[config.mk]
export PLATFORM = sky130hd
export DESIGN_NAME = ddr_refresh_seq
export DESIGN_NICKNAME = d
export VERILOG_FILES = /design/src/rtl/ddr_refresh_pkg.sv /design/src/rtl/ref_interval_timer.sv /design/src/rtl/ref_pending_ctr.sv /design/src/rtl/ref_seq_fsm.sv /design/src/rtl/ddr_refresh_seq.sv
export SDC_FILE = /design/constraint.sdc
export NUM_CORES = 1
export LEC_CHECK = 0
export ABC_AREA = 1
export BUFFER_PORTS_ARGS = -buffer_cell sky130_fd_sc_hd__clkbuf_2
export CAP_MARGIN = 25
export CORE_UTILIZATION = 50
export CTS_CLUSTER_DIAMETER = 80
export DETAILED_ROUTE_END_ITERATION = 16
export GPL_TIMING_DRIVEN = 0
export PLACE_DENSITY = 0.73
export RECOVER_POWER = 25
export SLEW_MARGIN = 5
export SYNTH_ARGS = -nofsm -noshare
export SYNTH_HDL_FRONTEND = slang
export SYNTH_HIERARCHICAL = 1
export SYNTH_SLANG_ARGS = --single-unit
[constraint.sdc]
create_clock -name clk_i -period 2.6 [get_ports clk_i]
set_clock_uncertainty 0.15 [all_clocks]
set_input_delay 0.78 -clock clk_i [delete_from_list [all_inputs] [get_ports clk_i]]
set_output_delay 0.78 -clock clk_i [all_outputs]
set_load 0.1 [all_outputs]
[src/rtl/ddr_refresh_pkg.sv]
package ddr_refresh_pkg;
  typedef enum logic [1:0] {
    ST_IDLE = 2'd0,
    ST_REF  = 2'd1,
    ST_SELF = 2'd2,
    ST_EXIT = 2'd3
  } seq_state_e;

  typedef struct packed {
    logic cke;
    logic cs_n;
    logic ras_n;
    logic cas_n;
    logic we_n;
  } ddr_cmd_t;

  localparam ddr_cmd_t CMD_DESEL   = '{1'b1, 1'b1, 1'b1, 1'b1, 1'b1};
  localparam ddr_cmd_t CMD_REF     = '{1'b1, 1'b0, 1'b0, 1'b0, 1'b1};
  localparam ddr_cmd_t CMD_SR_IN   = '{1'b0, 1'b0, 1'b0, 1'b0, 1'b1};
  localparam ddr_cmd_t CMD_SR_HOLD = '{1'b0, 1'b1, 1'b1, 1'b1, 1'b1};
endpackage

[src/rtl/ref_interval_timer.sv]
module ref_interval_timer #(
  parameter int T_REFI = 1560
) (
  input  logic clk_i,
  input  logic rst_ni,
  input  logic run_i,
  output logic tick_o
);
  localparam int CW = (T_REFI > 1) ? $clog2(T_REFI) : 1;
  localparam logic [CW-1:0] LAST = CW'(T_REFI - 1);

  logic [CW-1:0] cnt_q;

  assign tick_o = run_i && (cnt_q == LAST);

  always_ff @(posedge clk_i or negedge rst_ni) begin
    if (!rst_ni)      cnt_q <= '0;
    else if (!run_i)  cnt_q <= '0;
    else if (tick_o)  cnt_q <= '0;
    else              cnt_q <= cnt_q + 1'b1;
  end
endmodule

[src/rtl/ref_pending_ctr.sv]
module ref_pending_ctr #(
  parameter int MAX_PEND = 8,
  localparam int PW = $clog2(MAX_PEND + 1)
) (
  input  logic          clk_i,
  input  logic          rst_ni,
  input  logic          tick_i,
  input  logic          dec_i,
  input  logic          clr_i,
  output logic [PW-1:0] pend_o,
  output logic          urgent_o,
  output logic          nz_o
);
  localparam logic [PW-1:0] PMAX = PW'(MAX_PEND);

  logic [PW-1:0] pend_q, pend_d;

  always_comb begin
    pend_d = pend_q;
    if (clr_i) begin
      pend_d = '0;
    end else if (tick_i && !dec_i) begin
      if (pend_q != PMAX) pend_d = pend_q + 1'b1;
    end else if (dec_i && !tick_i) begin
      if (pend_q != '0) pend_d = pend_q - 1'b1;
    end
  end

  always_ff @(posedge clk_i or negedge rst_ni) begin
    if (!rst_ni) pend_q <= '0;
    else         pend_q <= pend_d;
  end

  assign pend_o   = pend_q;
  assign urgent_o = (pend_q == PMAX);
  assign nz_o     = (pend_q != '0);
endmodule

[src/rtl/ref_seq_fsm.sv]
module ref_seq_fsm
  import ddr_refresh_pkg::*;
#(
  parameter int T_RFC = 15,
  parameter int T_XSR = 200
) (
  input  logic       clk_i,
  input  logic       rst_ni,
  input  logic       sr_enter_i,
  input  logic       sr_exit_i,
  input  logic       arb_gnt_i,
  input  logic       banks_idle_i,
  input  logic       pend_nz_i,
  input  logic       urgent_i,
  output logic       arb_req_o,
  output logic       pre_all_o,
  output logic       dec_o,
  output logic       clr_o,
  output logic       run_o,
  output ddr_cmd_t   cmd_o,
  output seq_state_e state_o
);
  localparam int TMAX = (T_RFC > T_XSR) ? T_RFC : T_XSR;
  localparam int TW   = $clog2(TMAX + 1);
  localparam logic [TW-1:0] RFC_LD = TW'(T_RFC - 1);
  localparam logic [TW-1:0] XSR_LD = TW'(T_XSR - 1);

  seq_state_e    state_q, state_d;
  logic [TW-1:0] timer_q, timer_d;
  ddr_cmd_t      cmd_q, cmd_d;
  logic          want;

  assign want = pend_nz_i | sr_enter_i;

  always_comb begin
    state_d   = state_q;
    timer_d   = timer_q;
    cmd_d     = CMD_DESEL;
    dec_o     = 1'b0;
    clr_o     = 1'b0;
    arb_req_o = 1'b1;
    pre_all_o = 1'b0;
    unique case (state_q)
      ST_IDLE: begin
        arb_req_o = want;
        pre_all_o = want & arb_gnt_i & ~banks_idle_i;
        if (want && arb_gnt_i && banks_idle_i) begin
          // an urgent backlog is served before self refresh entry
          if (sr_enter_i && !urgent_i) begin
            cmd_d   = CMD_SR_IN;
            state_d = ST_SELF;
            clr_o   = 1'b1;
          end else begin
            cmd_d   = CMD_REF;
            state_d = ST_REF;
            timer_d = RFC_LD;
          end
        end
      end
      ST_REF: begin
        if (timer_q == '0) begin
          state_d = ST_IDLE;
          dec_o   = 1'b1;
        end else begin
          timer_d = timer_q - 1'b1;
        end
      end
      ST_SELF: begin
        clr_o = 1'b1;
        cmd_d = CMD_SR_HOLD;
        if (sr_exit_i) begin
          cmd_d   = CMD_DESEL;
          state_d = ST_EXIT;
          timer_d = XSR_LD;
        end
      end
      ST_EXIT: begin
        clr_o = 1'b1;
        if (timer_q == '0) begin
          cmd_d   = CMD_REF;
          state_d = ST_REF;
          timer_d = RFC_LD;
        end else begin
          timer_d = timer_q - 1'b1;
        end
      end
      default: state_d = ST_IDLE;
    endcase
  end

  always_ff @(posedge clk_i or negedge rst_ni) begin
    if (!rst_ni) begin
      state_q <= ST_IDLE;
      timer_q <= '0;
      cmd_q   <= CMD_DESEL;
    end else begin
      state_q <= state_d;
      timer_q <= timer_d;
      cmd_q   <= cmd_d;
    end
  end

  assign run_o   = (state_q == ST_IDLE) || (state_q == ST_REF);
  assign cmd_o   = cmd_q;
  assign state_o = state_q;
endmodule

[src/rtl/ddr_refresh_seq.sv]
module ddr_refresh_seq
  import ddr_refresh_pkg::*;
#(
  parameter int T_REFI   = 1560,
  parameter int T_RFC    = 15,
  parameter int T_XSR    = 200,
  parameter int MAX_PEND = 8
) (
  input  logic                          clk_i,
  input  logic                          rst_ni,
  input  logic                          sr_enter_i,
  input  logic                          sr_exit_i,
  input  logic                          arb_gnt_i,
  input  logic                          banks_idle_i,
  output logic                          arb_req_o,
  output logic                          urgent_o,
  output logic                          pre_all_o,
  output logic                          cke_o,
  output logic                          cs_n_o,
  output logic                          ras_n_o,
  output logic                          cas_n_o,
  output logic                          we_n_o,
  output logic [1:0]                    state_o,
  output logic [$clog2(MAX_PEND+1)-1:0] pending_o
);
  logic       tick, dec, clr, run, pend_nz;
  ddr_cmd_t   cmd;
  seq_state_e state;

  ref_interval_timer #(.T_REFI(T_REFI)) u_timer (
    .clk_i  (clk_i),
    .rst_ni (rst_ni),
    .run_i  (run),
    .tick_o (tick)
  );

  ref_pending_ctr #(.MAX_PEND(MAX_PEND)) u_pend (
    .clk_i    (clk_i),
    .rst_ni   (rst_ni),
    .tick_i   (tick),
    .dec_i    (dec),
    .clr_i    (clr),
    .pend_o   (pending_o),
    .urgent_o (urgent_o),
    .nz_o     (pend_nz)
  );

  ref_seq_fsm #(.T_RFC(T_RFC), .T_XSR(T_XSR)) u_fsm (
    .clk_i        (clk_i),
    .rst_ni       (rst_ni),
    .sr_enter_i   (sr_enter_i),
    .sr_exit_i    (sr_exit_i),
    .arb_gnt_i    (arb_gnt_i),
    .banks_idle_i (banks_idle_i),
    .pend_nz_i    (pend_nz),
    .urgent_i     (urgent_o),
    .arb_req_o    (arb_req_o),
    .pre_all_o    (pre_all_o),
    .dec_o        (dec),
    .clr_o        (clr),
    .run_o        (run),
    .cmd_o        (cmd),
    .state_o      (state)
  );

  assign cke_o   = cmd.cke;
  assign cs_n_o  = cmd.cs_n;
  assign ras_n_o = cmd.ras_n;
  assign cas_n_o = cmd.cas_n;
  assign we_n_o  = cmd.we_n;
  assign state_o = state;
endmodule

After elaboration in Yosys (flattened, before gate mapping) --
Index checks and enable logic that the tools add are counted.
Storage, ports and cells: bits in registers 30, output and inout port bits 14
Cells by class: $add $sub $neg 4, equal/unequal tests 13, muxes and demuxes 31, bitwise operators 4, reduce and logical (&&, ||, !) cells 19
Operators by type and width (count):
- 8-bit 2-to-1 mux | 5
- 8-bit one-hot mux with 4 select lines | 1
- 4-bit 2-to-1 mux | 6
- 11-bit 2-to-1 mux | 2
- 5-bit 2-to-1 mux | 3
- 5-bit one-hot mux with 3 select lines | 1
- 11-bit by 1-bit adder with 11-bit output (second input constant) | 1
- 11-bit == test (second input constant) | 1
- 2-bit 2-to-1 mux | 5
- 8-bit logical NOT | 1
- 2-bit one-hot mux with 4 select lines | 1
- 4-bit AND reduction | 2
- 8-bit by 1-bit subtractor with 8-bit output (second input constant) | 1
- 1-bit logical AND | 6
- 1-bit 2-to-1 mux | 6
- 2-bit by 1-bit != test with 1-bit output (second input constant) | 3
- 2-bit != test (second input constant) | 3
- 3-bit nonzero test | 2
- 4-bit by 1-bit adder with 4-bit output (second input constant) | 1
- 2-bit == test (second input constant) | 2
- 4-bit == test (second input constant) | 1
- 4-bit != test (second input constant) | 1
- 4-bit nonzero test | 1
- 4-bit by 1-bit subtractor with 4-bit output (second input constant) | 1
- 11 further kinds | 14

Logic depth before layout (Yosys ltp) --
depth in word-level cells 8, mapped depth 16, mapped depth without buffers 16

Hierarchy --
Netlist, hierarchy kept.
By module, submodules not included:
- ref_seq_fsm | times used 1, cells an instance 117, area an instance 829.5 um^2
- ref_interval_timer | times used 1, cells an instance 72, area an instance 609.3 um^2
- ref_pending_ctr | times used 1, cells an instance 53, area an instance 334.1 um^2

Least setup slack after synthesis --
No wires, ideal clock.
path type flip-flop to output port, from register u_pend.pend_q[3], in the netlist u_pend/pend_o[3], to output pre_all_o, arrival time 2.628 ns, data required time 1.670 ns, path slack -0.958 ns, stages on the path, launching flop included 7, buffers on the path 0, cell sequence dfrtp_1 -> nor2_1 -> nand2_2 -> inv_1 -> nand2_1 -> nand3_1 -> nor2_1
Between the ends: longest elaborated chain between the ends 5
Ends and longest elaborated chain:
- start, declared | RTL line ref_pending_ctr.sv:16 | logic [PW-1:0] pend_q, pend_d;
- start signal, assigned | RTL line ref_pending_ctr.sv:31 | else pend_q <= pend_d;
- 4-bit nonzero test | RTL line ref_pending_ctr.sv:36 | assign nz_o = (pend_q != '0);
- net pend_nz | RTL line ddr_refresh_seq.sv:26 | logic tick, dec, clr, run, pend_nz;
- 1-bit OR | RTL line ref_seq_fsm.sv:33 | assign want = pend_nz_i | sr_enter_i;
- 1-bit bitwise AND (2 in a row) | RTL line ref_seq_fsm.sv:46 | pre_all_o = want & arb_gnt_i & ~banks_idle_i;
- 1-bit 2-to-1 mux | RTL line ref_seq_fsm.sv:43 | unique case (state_q)
- end, declared | RTL line ddr_refresh_seq.sv:17 | output logic pre_all_o,
The timed path passes the listed nets, and every way through them passes these cells.

Worst setup path in the final report --
from register u_fsm.state_q[1], in the netlist u_fsm/state_o[1], to output pre_all_o
Between the ends: longest elaborated chain between the ends 2
Ends and longest elaborated chain:
- start, declared | RTL line ref_seq_fsm.sv:28 | seq_state_e state_q, state_d;
- start signal, assigned | RTL line ref_seq_fsm.sv:97 | state_q <= state_d;
- 2-bit logical NOT | RTL line ref_seq_fsm.sv:43
- 1-bit 2-to-1 mux | RTL line ref_seq_fsm.sv:43
Every way passes these cells.

==> flow_summary.yaml <==
finish:
  num-fill-cells: 340
  final_cells: 310
  fin_util_pct: 58.97
  area_delta_synth_final_pct: 11.86
  fin_nets: 275
  final_area_mm2: 0.001983
  drive_gt1_share_pct: 26.89
  num_antenna_cells: 0
worst_setup_path:
  arrival_ns: 1.58
  path_class: "reg -> out"
  startpoint: "u_fsm/state_o[1]"
  worstPathMaxFanout: 8
  r2r_end: "u_pend/pend_o[2]"
  reg2reg_setup_slack_ns: 0.30
  r2r_cells: 15
  cp_data_required_time_ns: 1.67
  endpoint_kind: "output pin"
  crit_path_end: "pre_all_o"
  crit_path_start_kind: "register"
  reg2reg_from: "u_fsm/timer_q[0]"
synthesis:
  yosys.cell_count.top_type: "nand2_1"
  synth_edf_count: 0
  synth_common_cells: "nand2_1, nor2_1, inv_1"
  synthCells: 242
  syn_nets: 252
  yosysSeqAreaShare_pct: 38.25
  yosysTopAreaCellShare_pct: 35.29
  synth_top_cell_by_area: "dfrtp_1"
  synthFlopType: "dfrtp_1"
  netlist_area_mm2: 0.001773
  synth.distinct_cells: 29
  ys_warn_count: 6
  yosys-top-cells-area: "dfrtp_1, nand2_1, nor2_1"
  ys_ff_latch: 27
  async_reset_ff_share_pct: 100.0
  avgSynthCellArea_um2: 7.326
min_path:
  hp-class: "reg -> reg"
floorplan:
  io_pins: 20
  die_h_um: 61.55
  core-area_mm2: 0.003363
  row_count: 21
  die_area_mm2: 0.003788
  start_util_pct: 52.72
  die_x_um: 61.55
routing:
  wl_met3_um: 69
  drc: 0
  drtAntennaViolNets: 0
  maxUsedRoutingLayer: "met4"
  vias_per_cell: 4.694
  m1WireLength_um: 1686
  drt-pass1-iter-count: 4
  avgRoutedWirePerCell_um: 10.37
  drtIter0Drc: 108
  wl_um: 3215
  vias: 1455
  dr_wl_met2_um: 1431
timing:
  max_freq_mhz: 398.5
  setup_viol: 0
  period_minus_slack_ns: 2.509
  rsz0062_at_grt: "no"
  period_share_pct: 96.51
  finalMaxSlewViolations: 0
  setup_ws_ns: 0.09077
  worst_hold_slack_ns: 0.3467
  relSlewSlack_pct: 2.312
  finalHoldViolCount: 0
  tightest_slew_ns: 1.465
status:
  status: "finished clean"
clocking:
  clk_latency_ns: 0.31
  root_buffer: "clkbuf_4"
  h-tree-depth: 1
  tritoncts: "built"
  clk_pin_slew_ns: 0.14
  cts_num_sinks: 27
  clockBufferDepth: 2
  post_cts_buffers: 0
  cts_made_buffers: 3
global_routing:
  antenna_found_initial: 0
  first_global_vias: 1295
  overflow: 0
  grt_pass1_wl_um: 5616
  grt_start_max_net_pins: 28
  track_usage_pct: 20.03
placement:
  dp.cells: 306
  place.gp.congestion: 0.8315
  hpwl_um: 2466
  place_worst_setup_slack_ns: -0.01097
  io_buffers: 18
  post_dp_cell_area_mm2: 0.001941
power_and_ir_drop:
  vdd_drop_max_mv: 0.8307
  powerDensity_mw_per_mm2: 903.7
  p_leak_uw: 0.0009840
job:
  maxCapViolCount: 0
## logic make-up (layout without fill, tap and decap cells)
logic type / Yosys count / after routing / share of synthesized area, %
simple gates: 147 / 147 / 40.44
other cells: 1 / 1 / 0.2115
fa+ha+maj: 4 / 4 / 2.823
xor+xnor: 7 / 7 / 3.458
compound gates: 19 / 19 / 6.352
flops: 27 / 27 / 38.25
buf+inv: 37 / 59 / 8.469
## worst max-delay path: stages, from the launching register on
cell and delay [ns]:
dfrtp_2 0.52, nor2_4 0.23, nand3_1 0.16, nor2_4 0.13, buf_6 0.22
## state kept, by name, indices dropped and copies added (netlist names)
name           count
u_fsm/cmd_o        2
u_fsm/state_o      2
u_fsm/timer_q      8
u_pend/pend_o      4
u_timer/cnt_q     11
## layout by cell type, fill, tap and decap left out, drive strengths merged
master	n
nand3	22
inv	33
nand3b	3
dfstp	2
a21oi	8
o21bai	1
conb	1
ha	4
nor2	49
nand2	68
xor2	6
clkbuf	21
o21ai	8
xnor2	1
buf	4
dfrtp	25
o22ai	1
a22oi	1
clkinvlp	1
nor3	5
## worst min path at each step
stage,from,end,slack [ns],cells past startpoint
global route,u_timer/cnt_q[0],u_timer/cnt_q[0],0.39,1
CTS,rst_ni,u_timer/cnt_q[8],0.34,1
global placement,u_timer/cnt_q[0],u_timer/cnt_q[0],0.32,1
finish,u_timer/cnt_q[0],u_timer/cnt_q[0],0.35,1
detailed placement,u_fsm/timer_q[0],u_fsm/timer_q[0],0.32,2
floorplan,u_timer/cnt_q[0],u_timer/cnt_q[0],0.30,1
## per-layer routing
layer | vias to the layer above | track usage [%]
li1 | 793 | -
met2 | 17 | 30.41
met1 | 643 | 29.93
met5 | - | 0
met4 | 0 | 5.714
met3 | 2 | 2.521
## power by group
| group | switching, uW | internal [uW] | leakage (uW) | total [uW] |
|---|---|---|---|---|
| Clock | 120 | 59.9 | 0.0000150 | 180 |
| Combinational | 653 | 284 | 0.000636 | 937 |
| Sequential | 135 | 541 | 0.000333 | 675 |
## repair_timing
action                     in CTS  in global routing
hold endpoints to repair        0                  0
gates resized for setup         2                  4
gates cloned                    0                  0
pin swaps                       0                  1
setup endpoints to repair       1                  3
hold buffers                    0                  0
## layout make-up
type,count,area (um2),area share [%]
Buffer,3,22.52,1.136
Clock buffer,4,26.28,1.325
Inverter,34,131.4,6.625
Multi-Input combinational cell,178,964.7,48.64
Sequential cell,27,685.7,34.57
Tap cell,46,57.56,2.902
Timing Repair Buffer,18,95.09,4.795
## stage by stage
stage	total power (uW)	TNS (ns)
6_report	1792	0
3_5_place_dp	1614	-0.01097
4_1_cts	1807	0
5_1_grt	1981	0
3_3_place_gp	1593	0
2_1_floorplan	1439	0
No activity file was read; power rests on OpenSTA's default activity.
